## src/rtl/opstat_pkg.sv

```systemverilog
package opstat_pkg;
   typedef enum logic [1:0] {
      MODE_ARRAY = 2'd0,
      MODE_PROG  = 2'd1,
      MODE_ERASE = 2'd2,
      MODE_SUSP  = 2'd3
   } rd_mode_e;
endpackage

```

## src/rtl/opstat_plane_decode.sv

```systemverilog
module opstat_plane_decode
   import opstat_pkg::*;
#(
   parameter int ADDR_W       = 20,
   parameter int PLANE_BITS   = 1,
   parameter int SECTOR_SHIFT = 15,
   localparam int NP          = 1 << PLANE_BITS,
   localparam int PIDX_W      = (PLANE_BITS > 0) ? PLANE_BITS : 1,
   localparam int SECT_W      = ADDR_W - SECTOR_SHIFT
) (
   input  logic [ADDR_W-1:0] rd_addr,
   input  logic [SECT_W-1:0] susp_sector,
   input  logic [NP-1:0]     plane_prog,
   input  logic [NP-1:0]     plane_erase,
   input  logic [NP-1:0]     plane_susp,
   output logic [PIDX_W-1:0] plane_idx,
   output rd_mode_e          mode
);
   logic sect_hit;

   generate
      if (PLANE_BITS == 0) begin : g_one_plane
         assign plane_idx = '0;
      end else begin : g_multi_plane
         assign plane_idx = rd_addr[ADDR_W-1 -: PLANE_BITS];
      end
   endgenerate

   assign sect_hit = (rd_addr[ADDR_W-1:SECTOR_SHIFT] == susp_sector);

   // program outranks erase, erase outranks a suspended-sector read
   always_comb begin
      if (plane_prog[plane_idx])
         mode = MODE_PROG;
      else if (plane_erase[plane_idx])
         mode = MODE_ERASE;
      else if (plane_susp[plane_idx] && sect_hit)
         mode = MODE_SUSP;
      else
         mode = MODE_ARRAY;
   end
endmodule

```

## src/rtl/opstat_toggle_bank.sv

```systemverilog
module opstat_toggle_bank #(
   parameter int NP     = 2,
   parameter int PIDX_W = 1
) (
   input  logic              clk,
   input  logic              rst_n,
   input  logic              adv_en,
   input  logic [PIDX_W-1:0] adv_idx,
   output logic [NP-1:0]     tog_q
);
   generate
      for (genvar i = 0; i < NP; i++) begin : g_plane
         always_ff @(posedge clk or negedge rst_n) begin
            if (!rst_n)
               tog_q[i] <= 1'b0;
            else if (adv_en && (adv_idx == PIDX_W'(i)))
               tog_q[i] <= ~tog_q[i];
         end

         // a plane that is not addressed keeps its toggle state
         p_tog_other_hold_r5: assert property (@(posedge clk) disable iff (!rst_n)
            !(adv_en && (adv_idx == PIDX_W'(i))) |=> $stable(tog_q[i]));
      end
   endgenerate
endmodule

```

## src/rtl/opstat_word_build.sv

```systemverilog
module opstat_word_build
   import opstat_pkg::*;
#(
   parameter int DATA_W   = 16,
   parameter int POLL_BIT = 7,
   parameter int TOG_BIT  = 6,
   parameter int AUX_BIT  = 2
) (
   input  rd_mode_e          mode,
   input  logic              tog,
   input  logic [DATA_W-1:0] arr_data,
   input  logic [DATA_W-1:0] prog_data,
   output logic [DATA_W-1:0] word
);
   logic poll_v, tog_v, aux_v;

   always_comb begin
      poll_v = arr_data[POLL_BIT];
      tog_v  = arr_data[TOG_BIT];
      aux_v  = arr_data[AUX_BIT];
      unique case (mode)
         MODE_PROG: begin
            poll_v = ~prog_data[POLL_BIT];
            tog_v  = tog;
            aux_v  = 1'b1;
         end
         MODE_ERASE: begin
            poll_v = 1'b0;
            tog_v  = tog;
            aux_v  = tog;
         end
         MODE_SUSP: begin
            poll_v = 1'b1;
            tog_v  = 1'b1;
            aux_v  = tog;
         end
         default: ;
      endcase
   end

   generate
      for (genvar b = 0; b < DATA_W; b++) begin : g_bit
         if (b == POLL_BIT) begin : g_poll
            assign word[b] = poll_v;
         end else if (b == TOG_BIT) begin : g_tog
            assign word[b] = tog_v;
         end else if (b == AUX_BIT) begin : g_aux
            assign word[b] = aux_v;
         end else begin : g_pass
            assign word[b] = arr_data[b];
         end
      end
   endgenerate
endmodule

```

## src/rtl/opstat_reporter.sv

```systemverilog
module opstat_reporter
   import opstat_pkg::*;
#(
   parameter int ADDR_W       = 20,
   parameter int DATA_W       = 16,
   parameter int PLANE_BITS   = 1,
   parameter int SECTOR_SHIFT = 15,
   parameter int POLL_BIT     = 7,
   parameter int TOG_BIT      = 6,
   parameter int AUX_BIT      = 2,
   localparam int NP          = 1 << PLANE_BITS,
   localparam int PIDX_W      = (PLANE_BITS > 0) ? PLANE_BITS : 1,
   localparam int SECT_W      = ADDR_W - SECTOR_SHIFT
) (
   input  logic              clk,
   input  logic              rst_n,
   input  logic              rd_en,
   input  logic [ADDR_W-1:0] rd_addr,
   input  logic [DATA_W-1:0] arr_data,
   input  logic [NP-1:0]     plane_prog,
   input  logic [NP-1:0]     plane_erase,
   input  logic [NP-1:0]     plane_susp,
   input  logic [DATA_W-1:0] prog_data,
   input  logic [SECT_W-1:0] susp_sector,
   output logic [DATA_W-1:0] rd_data,
   output logic              rd_valid,
   output logic              busy_n
);
   generate
      if (DATA_W <= POLL_BIT || DATA_W <= TOG_BIT || DATA_W <= AUX_BIT) begin : g_bad_bits
         $error("status bit position outside data word");
      end
      if (POLL_BIT == TOG_BIT || POLL_BIT == AUX_BIT || TOG_BIT == AUX_BIT) begin : g_dup_bits
         $error("status bit positions must differ");
      end
      if (SECTOR_SHIFT < 1 || SECTOR_SHIFT + PLANE_BITS > ADDR_W) begin : g_bad_sect
         $error("sector shift leaves no room for plane bits");
      end
   endgenerate

   logic [PIDX_W-1:0] plane_idx;
   rd_mode_e          mode;
   logic [NP-1:0]     tog_q;
   logic [DATA_W-1:0] word;
   logic              adv_en;

   opstat_plane_decode #(
      .ADDR_W(ADDR_W), .PLANE_BITS(PLANE_BITS), .SECTOR_SHIFT(SECTOR_SHIFT)
   ) u_decode (
      .rd_addr(rd_addr), .susp_sector(susp_sector),
      .plane_prog(plane_prog), .plane_erase(plane_erase), .plane_susp(plane_susp),
      .plane_idx(plane_idx), .mode(mode)
   );

   assign adv_en = rd_en && (mode != MODE_ARRAY);

   opstat_toggle_bank #(.NP(NP), .PIDX_W(PIDX_W)) u_toggles (
      .clk(clk), .rst_n(rst_n), .adv_en(adv_en), .adv_idx(plane_idx), .tog_q(tog_q)
   );

   opstat_word_build #(
      .DATA_W(DATA_W), .POLL_BIT(POLL_BIT), .TOG_BIT(TOG_BIT), .AUX_BIT(AUX_BIT)
   ) u_build (
      .mode(mode), .tog(tog_q[plane_idx]), .arr_data(arr_data),
      .prog_data(prog_data), .word(word)
   );

   always_ff @(posedge clk or negedge rst_n) begin
      if (!rst_n) begin
         rd_data  <= '0;
         rd_valid <= 1'b0;
         busy_n   <= 1'b1;
      end else begin
         rd_valid <= rd_en;
         busy_n   <= ~|(plane_prog | plane_erase);
         if (rd_en)
            rd_data <= word;
      end
   end

   // cycles since reset guard for the $past checks below
   logic past_ok;
   always_ff @(posedge clk or negedge rst_n) begin
      if (!rst_n) past_ok <= 1'b0;
      else        past_ok <= 1'b1;
   end

   p_valid_follows_r10: assert property (@(posedge clk) disable iff (!rst_n)
      past_ok |-> (rd_valid == $past(rd_en)));

   p_hold_between_r10: assert property (@(posedge clk) disable iff (!rst_n)
      (past_ok && !$past(rd_en)) |-> $stable(rd_data));

   p_busy_low_r11: assert property (@(posedge clk) disable iff (!rst_n)
      (past_ok && $past(|(plane_prog | plane_erase))) |-> !busy_n);

   p_busy_high_r11: assert property (@(posedge clk) disable iff (!rst_n)
      (past_ok && !$past(|(plane_prog | plane_erase))) |-> busy_n);

   p_erase_poll_r4: assert property (@(posedge clk) disable iff (!rst_n)
      (past_ok && $past(rd_en && mode == MODE_ERASE)) |-> !rd_data[POLL_BIT]);

   p_prog_poll_r3: assert property (@(posedge clk) disable iff (!rst_n)
      (past_ok && $past(rd_en && mode == MODE_PROG))
         |-> (rd_data[POLL_BIT] != $past(prog_data[POLL_BIT])) && rd_data[AUX_BIT]);

   p_susp_flags_r7: assert property (@(posedge clk) disable iff (!rst_n)
      (past_ok && $past(rd_en && mode == MODE_SUSP))
         |-> rd_data[POLL_BIT] && rd_data[TOG_BIT]);

   p_array_pass_r6: assert property (@(posedge clk) disable iff (!rst_n)
      (past_ok && $past(rd_en && mode == MODE_ARRAY)) |-> (rd_data == $past(arr_data)));
endmodule

```

## config.mk

```make
export PLATFORM = sky130hd
export DESIGN_NAME = opstat_reporter
export DESIGN_NICKNAME = d
export VERILOG_FILES = /design/src/rtl/opstat_pkg.sv /design/src/rtl/opstat_plane_decode.sv /design/src/rtl/opstat_toggle_bank.sv /design/src/rtl/opstat_word_build.sv /design/src/rtl/opstat_reporter.sv
export SDC_FILE = /design/constraint.sdc
export NUM_CORES = 1
export LEC_CHECK = 0
export ABC_AREA = 1
export BUFFER_PORTS_ARGS = -buffer_cell sky130_fd_sc_hd__buf_4
export CORE_ASPECT_RATIO = 1.2
export CORE_UTILIZATION = 36
export CTS_BUF_LIST = sky130_fd_sc_hd__clkbuf_4
export CTS_CLUSTER_DIAMETER = 60
export DETAILED_ROUTE_END_ITERATION = 8
export PLACE_DENSITY = 0.86
export SLEW_MARGIN = 20
export SYNTH_ARGS = -nofsm -noshare
export SYNTH_HDL_FRONTEND = slang
export SYNTH_SLANG_ARGS = --single-unit
```

## constraint.sdc

```tcl
create_clock -name clk -period 1 [get_ports clk]
set_clock_uncertainty 0.15 [all_clocks]
set_input_delay 0.1 -clock clk [delete_from_list [all_inputs] [get_ports clk]]
set_output_delay 0.1 -clock clk [all_outputs]
set_load 0.01 [all_outputs]
```

======== Yosys cells after proc, flatten, opt, wreduce, memory -nomap -nowiden ========
Index checks and enable logic that the tools add are counted.
operators by class
  order comparisons ....................... 1
  eq/ne operators ......................... 4
  muxes and demuxes ....................... 14
  bitwise logic cells ..................... 5
  reductions and logical operators ........ 9
operators with widths
  cell                                                                   number
  1-bit 2-to-1 mux                                                       8
  2-bit 2-to-1 mux                                                       3
  2-bit OR reduction                                                     3
  5-bit == test                                                          1
  2-bit == test (second input constant)                                  2
  1-bit logical AND                                                      4
  1-bit inverter                                                         4
  1-bit case mux with 2 select lines                                     2
  1-bit case mux with 3 select lines                                     1
  2-bit by 1-bit == test with 1-bit output (second input constant)       1
  1-bit by 2-bit < comparator with 1-bit output (second input constant)  1
  2-bit bitwise OR                                                       1
  2-bit nonzero test                                                     1
  1-bit logical NOT                                                      1
word-level totals
  flip-flop bits (word level) ............. 20
  input port bits ......................... 66
  output and inout port bits .............. 18
  word-level logic and storage cells ...... 38

======== Longest topological paths before layout ========
  depth after elaboration ................. 9
  mapped depth ............................ 12
  gate-level depth less buffers ........... 12

======== Hierarchy ========
A second synthesis with hierarchy kept.
second synthesis, totals
  cell total of the unflattened synthesis .. 168
  area, all modules ....................... 1,232.4 µm²
by module, submodules not included
  module               instances  cells an instance  area an instance (µm²)  seq. area each (µm²)
  opstat_reporter      1          82                 745.7                   451.7
  opstat_word_build    1          36                 225.2                   0.0
  opstat_plane_decode  1          37                 167.7                   0.0
  opstat_toggle_bank   1          13                 93.8                    50.0

======== Least setup slack after synthesis ========
OpenSTA, ideal clock, no wires.
  path kind ............................... input to register
  start point ............................. in rd_addr[19]
  end point ............................... reg rd_data[6]
  setup time .............................. 0.065 ns
  arrival ................................. 1.209 ns
  data required time ...................... 0.785 ns
  path slack .............................. -0.424 ns
  stages on the path ...................... 12
  path buffers ............................ 1
  path through ............................ buf_6 > nor2_2 > nand2_1 > nand2_1 > nand3_2 > o21ai_2 > inv_2 > ha_1 > nand2_1 > a21oi_1 > o21ai_1 > nand2_1
on the way
  cells in the longest elaborated chain, start to end .. 9
  elaborated cells on any way between the ends .. 18
  classes of those cells .................. eq/ne (4); mux (12); reduce/logical (2)
RTL lines
  what                                                                       line                       RTL
  from (decl)                                                                opstat_reporter.sv:18      input logic [ADDR_W-1:0] rd_addr,
  1-bit 2-to-1 mux (implied by the code) (2 in a row)                        opstat_plane_decode.sv:37  else if (plane_susp[plane_idx] && sect_hit)
  1-bit logical AND                                                          opstat_plane_decode.sv:37
  2-bit 2-to-1 mux                                                           opstat_plane_decode.sv:37
  2-bit 2-to-1 mux                                                           opstat_plane_decode.sv:35  else if (plane_erase[plane_idx])
  2-bit 2-to-1 mux                                                           opstat_plane_decode.sv:33  if (plane_prog[plane_idx])
  2-bit by 1-bit == test with 1-bit output or 2-bit == test (tied branches)  opstat_word_build.sv:21    unique case (mode)
  2-bit OR reduction (no line)                                               -
  1-bit case mux with 2 select lines *                                       opstat_word_build.sv:21
  to (signal assigned)                                                       opstat_reporter.sv:77      rd_data <= word;
  to (decl)                                                                  opstat_reporter.sv:25      output logic [DATA_W-1:0] rd_data,
Every way passes the cells marked *; elsewhere a longest branch is shown, timed or not. The select of a mux whose other input is x is not followed.
A chain may end at the register's enable or synchronous reset.

======== Worst setup path after layout ========
  start point ............................. in susp_sector[2]
  end point ............................... reg rd_data[6]
on the way
  cells in the longest elaborated chain, start to end .. 8
  elaborated cells on any way between the ends .. 10
  classes of those cells .................. eq/ne (4); mux (4); reduce/logical (2)
RTL lines
  what                                                                       line                       RTL
  from (decl)                                                                opstat_reporter.sv:24      input logic [SECT_W-1:0] susp_sector,
  5-bit == test *                                                            opstat_plane_decode.sv:29  assign sect_hit = (rd_addr[ADDR_W-1:SECTOR_SHIFT] == susp_sector);
  1-bit logical AND *                                                        opstat_plane_decode.sv:37
  2-bit 2-to-1 mux *                                                         opstat_plane_decode.sv:37
  2-bit 2-to-1 mux *                                                         opstat_plane_decode.sv:35
  2-bit 2-to-1 mux *                                                         opstat_plane_decode.sv:33
  2-bit by 1-bit == test with 1-bit output or 2-bit == test (tied branches)  opstat_word_build.sv:21
  2-bit OR reduction (no line)                                               -
  1-bit case mux with 2 select lines *                                       opstat_word_build.sv:21
Every way passes the cells marked *; elsewhere a longest branch is shown, timed or not.

==> results.sh <==
export IMPL_multiInputGateArea_sq_um=503.0
export IMPL_whs_path_depth=4
export IMPL_dp_slack_ns=-0.6192
export IMPL_rows=20
export IMPL_grt_pass1_vias=1182
export IMPL_die_area_sq_um=3090
export IMPL_synth_seq_cells=20
export IMPL_grt_usage=0.2172
export IMPL_slew_violations=0
export IMPL_io_buffer_count=53
export IMPL_vias=1193
export IMPL_setup_viol=24
export IMPL_seq_power_share=0.380
export IMPL_final_seq_area_sq_um=501.7
export IMPL_dpl_cell_area_sq_um=1538
export IMPL_drt_initial_drc_count=39
export IMPL_ys_flop_type="dfrtp_1"
export IMPL_synth_area_per_cell_sq_um=7.599
export IMPL_place_congestion=0.7506
export IMPL_p_per_area_nw_per_um2=1270
export IMPL_dr_pass1_iters=4
export IMPL_num_antenna_cells=0
export IMPL_cts_tree="built"
export IMPL_initial_core_util=0.3933
export IMPL_drc=0
export IMPL_p_leak_nw=1.128
export IMPL_path_clk_slew_ns=0.12
export IMPL_violations="hold timing, setup timing"
export IMPL_grt_pass1_wl_mm=4.892
export IMPL_fin_area_sq_um=2057
export IMPL_fin_cells=266
export IMPL_post_route_period_util=1.268
export IMPL_total_power_mw=2.613
export IMPL_power_switching_uw=707.9
export IMPL_ff2ff_path_depth=6
export IMPL_drive_gt1_frac=0.4807
export IMPL_dp_final_hpwl_mm=1.853
export IMPL_nNetsFinal=302
export IMPL_clkLatencyLatePin_ns=0.30
export IMPL_vias_per_cell=4.485
export IMPL_ys_top_cells_by_area="dfrtp_1, nand2_1, inv_1, dfstp_2, ha_1"
export IMPL_nFillCells=175
export IMPL_holdWs_ns=-0.02545
export IMPL_cts_made_buffers=3
export IMPL_crit_reg2reg_capture="rd_data[6]"
export IMPL_antenna_found_initial=0
export IMPL_netlist_area_leader_share=0.4600
export IMPL_rsz0062_at_grt="yes"
export IMPL_place_inst=228
export IMPL_ys_warn_count=0
export IMPL_grt_max_degree=21
export IMPL_clock_sinks=20
export IMPL_min_delay_start="rd_en"
export IMPL_ant_nets=0
export IMPL_cap_violations=0
export IMPL_worstPathCellList="buf_6 > inv_2 > nand2_2 > nand2_1 > nor2_1 > nand3_2 > o21ai_2 > inv_2 > ha_4 > nand2_2 > a21oi_2 > o21ai_1 > nand2_1"
export IMPL_yosys_area_top_type="dfrtp_1"
export IMPL_post_route_util=0.7829
export IMPL_cp_start_kind="input port"
export IMPL_crit_type="in2reg"
export IMPL_status="complete, but fails checks"
export IMPL_areaGrowthSynthToFinish_pct=99.03
export IMPL_max_slew_margin_rel=0.8300
export IMPL_setup_ws_ns=-0.2680
export IMPL_reg2reg_from="u_toggles.tog_q[0]"
export IMPL_p_clk_frac=0.254
export IMPL_synthArstFlopShare=1.000
export IMPL_final_hold_viol_count=7
export IMPL_fin_setup_tns_ns=-2.561
export IMPL_clockRootBuffer="clkbuf_4"
export IMPL_pin_count=84
export IMPL_path_max_fanout=3
export IMPL_core_area_sq_um=2628
export IMPL_globalRouteOverflowTotal=0
export IMPL_ctsLongestPathBuffers=2
export IMPL_cpMaxStageDelayCell="ha_4"
export IMPL_hold_end="rd_data[9]"
export IMPL_max_freq_mhz=788.6
export IMPL_h_tree_depth=1
export IMPL_synth_area_sq_um=1033
export IMPL_power_frac_comb=0.366
export IMPL_regToRegSetupSlack_ns=-0.08
export IMPL_cp_end_kind="register"
export IMPL_ctsHoldBuffers=21
export IMPL_wl_per_cell_um=11.74
export IMPL_finalWirelength_mm=3.122
export IMPL_chipHeight_um=60.70
export IMPL_swShare=0.2709
export IMPL_synth_fp_nets=204
export IMPL_die_w_um=50.91
export IMPL_slowest_delay_ns=0.26
export IMPL_ir_drop_v=0.0008823
export IMPL_power_internal_mw=1.905
export IMPL_fin_crit_ns=1.268
export IMPL_required_ns=1.10
export IMPL_synth_seq_area_share=0.4855
export IMPL_synth_distinct_cells=25
export IMPL_cp_arrival_ns=1.37
export IMPL_worstMarginPinSlew_ns=0.2550
export IMPL_synth_edf_count=0
export IMPL_worstHoldPathType="in2reg"
export IMPL_syn_inst=136
what timing repair did:
action | 4_1_cts | 5_1_grt
pin swaps | 13 | 12
setup endpoints to repair | 23 | 37
resized for setup | 27 | 18
setup buffers | 7 | 6
hold endpoints to repair | 40 | 3
power by group through the flow:
stage / logic [mW] / registers, mW / clock network, mW
2_1_floorplan: 0.249 / 1.02 / 0
3_3_place_gp: 0.637 / 0.984 / 0
3_5_place_dp: 0.651 / 0.992 / 0
4_1_cts: 0.866 / 0.989 / 0.679
5_1_grt: 1.04 / 1.00 / 0.727
6_report: 0.956 / 0.992 / 0.665
metal layers:
metal | vias to the layer above | part of all wire | GRT usage
li1 | 599 | - | -
met1 | 551 | 0.40 | 0.2187
met2 | 35 | 0.55 | 0.4417
met3 | 8 | 0.029 | 0.03258
met4 | 0 | 0.021 | 0.08333
met5 | - | 0 | 0
worst max path at each step:
stage	startpoint	to	slack, ns	cells past startpoint
finish	susp_sector[2]	rd_data[6]	-0.27	13
global route	susp_sector[2]	rd_data[6]	-0.31	13
CTS	rd_addr[18]	rd_data[6]	-0.25	12
detailed placement	susp_sector[1]	rd_data[6]	-0.62	12
global placement	susp_sector[1]	rd_data[6]	-0.53	12
floorplan	rd_addr[19]	rd_data[6]	-0.42	12
synthesized netlist by cell type (2+ instances only):
cell     count
buf_2        2
dfrtp_1     19
o21ai_1      2
nand3_1      4
nand2_4      2
inv_1       14
inv_2        3
nand2_1     68
nor2_1       4
ha_1         2
a21oi_1      2
final cells by class:
| class | instances | area share |
|---|---|---|
| clock inverters | 1 | 0.01460 |
| multi-input cells | 94 | 0.2445 |
| inverters | 18 | 0.03528 |
| clock buffers | 3 | 0.01095 |
| repair buffers | 97 | 0.4307 |
| well taps | 33 | 0.02007 |
| flip-flops and latches | 20 | 0.2439 |
sequential cells by signal, indices dropped and copies added, names as in the netlist:
| signal | cells |
|---|---|
| u_toggles.tog_q | 2 |
| rd_data | 16 |
| busy_n | 1 |
| rd_valid | 1 |
cells in the final DEF (no fill, tap or decap):
master,count
nand2_1,61
buf_4,51
buf_6,24
dlygate4sd3_1,20
dfrtp_1,19
inv_1,10
nand2_2,8
inv_2,6
nor2_2,3
nand3_2,3
clkbuf_4,3
nor2_1,2
nand3_1,2
inv_4,2
nand2_4,2
o21ai_2,2
o21ai_1,2
nor4_2,1
nor2_4,1
a21oi_1,1
a21oi_2,1
nand3b_1,1
xnor2_2,1
xor2_1,1
ha_4,1
ha_1,1
dfstp_2,1
bufinv_16,1
dlymetal6s4s_1,1
buf_12,1
cell families (layout without fill, tap and decap cells):
kind of cell	Yosys count	count (layout)	synth area share
adders and majority gates	2	2	0.02421
buffers and inverters	22	119	0.09201
DFF	20	20	0.4855
and+or+nand+nor	84	84	0.3487
AOI/OAI and AO/OA	6	6	0.03269
xor gates and xnor gates	2	2	0.01695
critical path, delay by kind of cell:
family | cells | cell delay, ns
and+or+nand+nor | 6 | 0.45
adders and majority gates | 1 | 0.26
buffers and inverters | 3 | 0.17
AOI/OAI and AO/OA | 3 | 0.39
No activity file was read; power rests on OpenSTA's default activity.
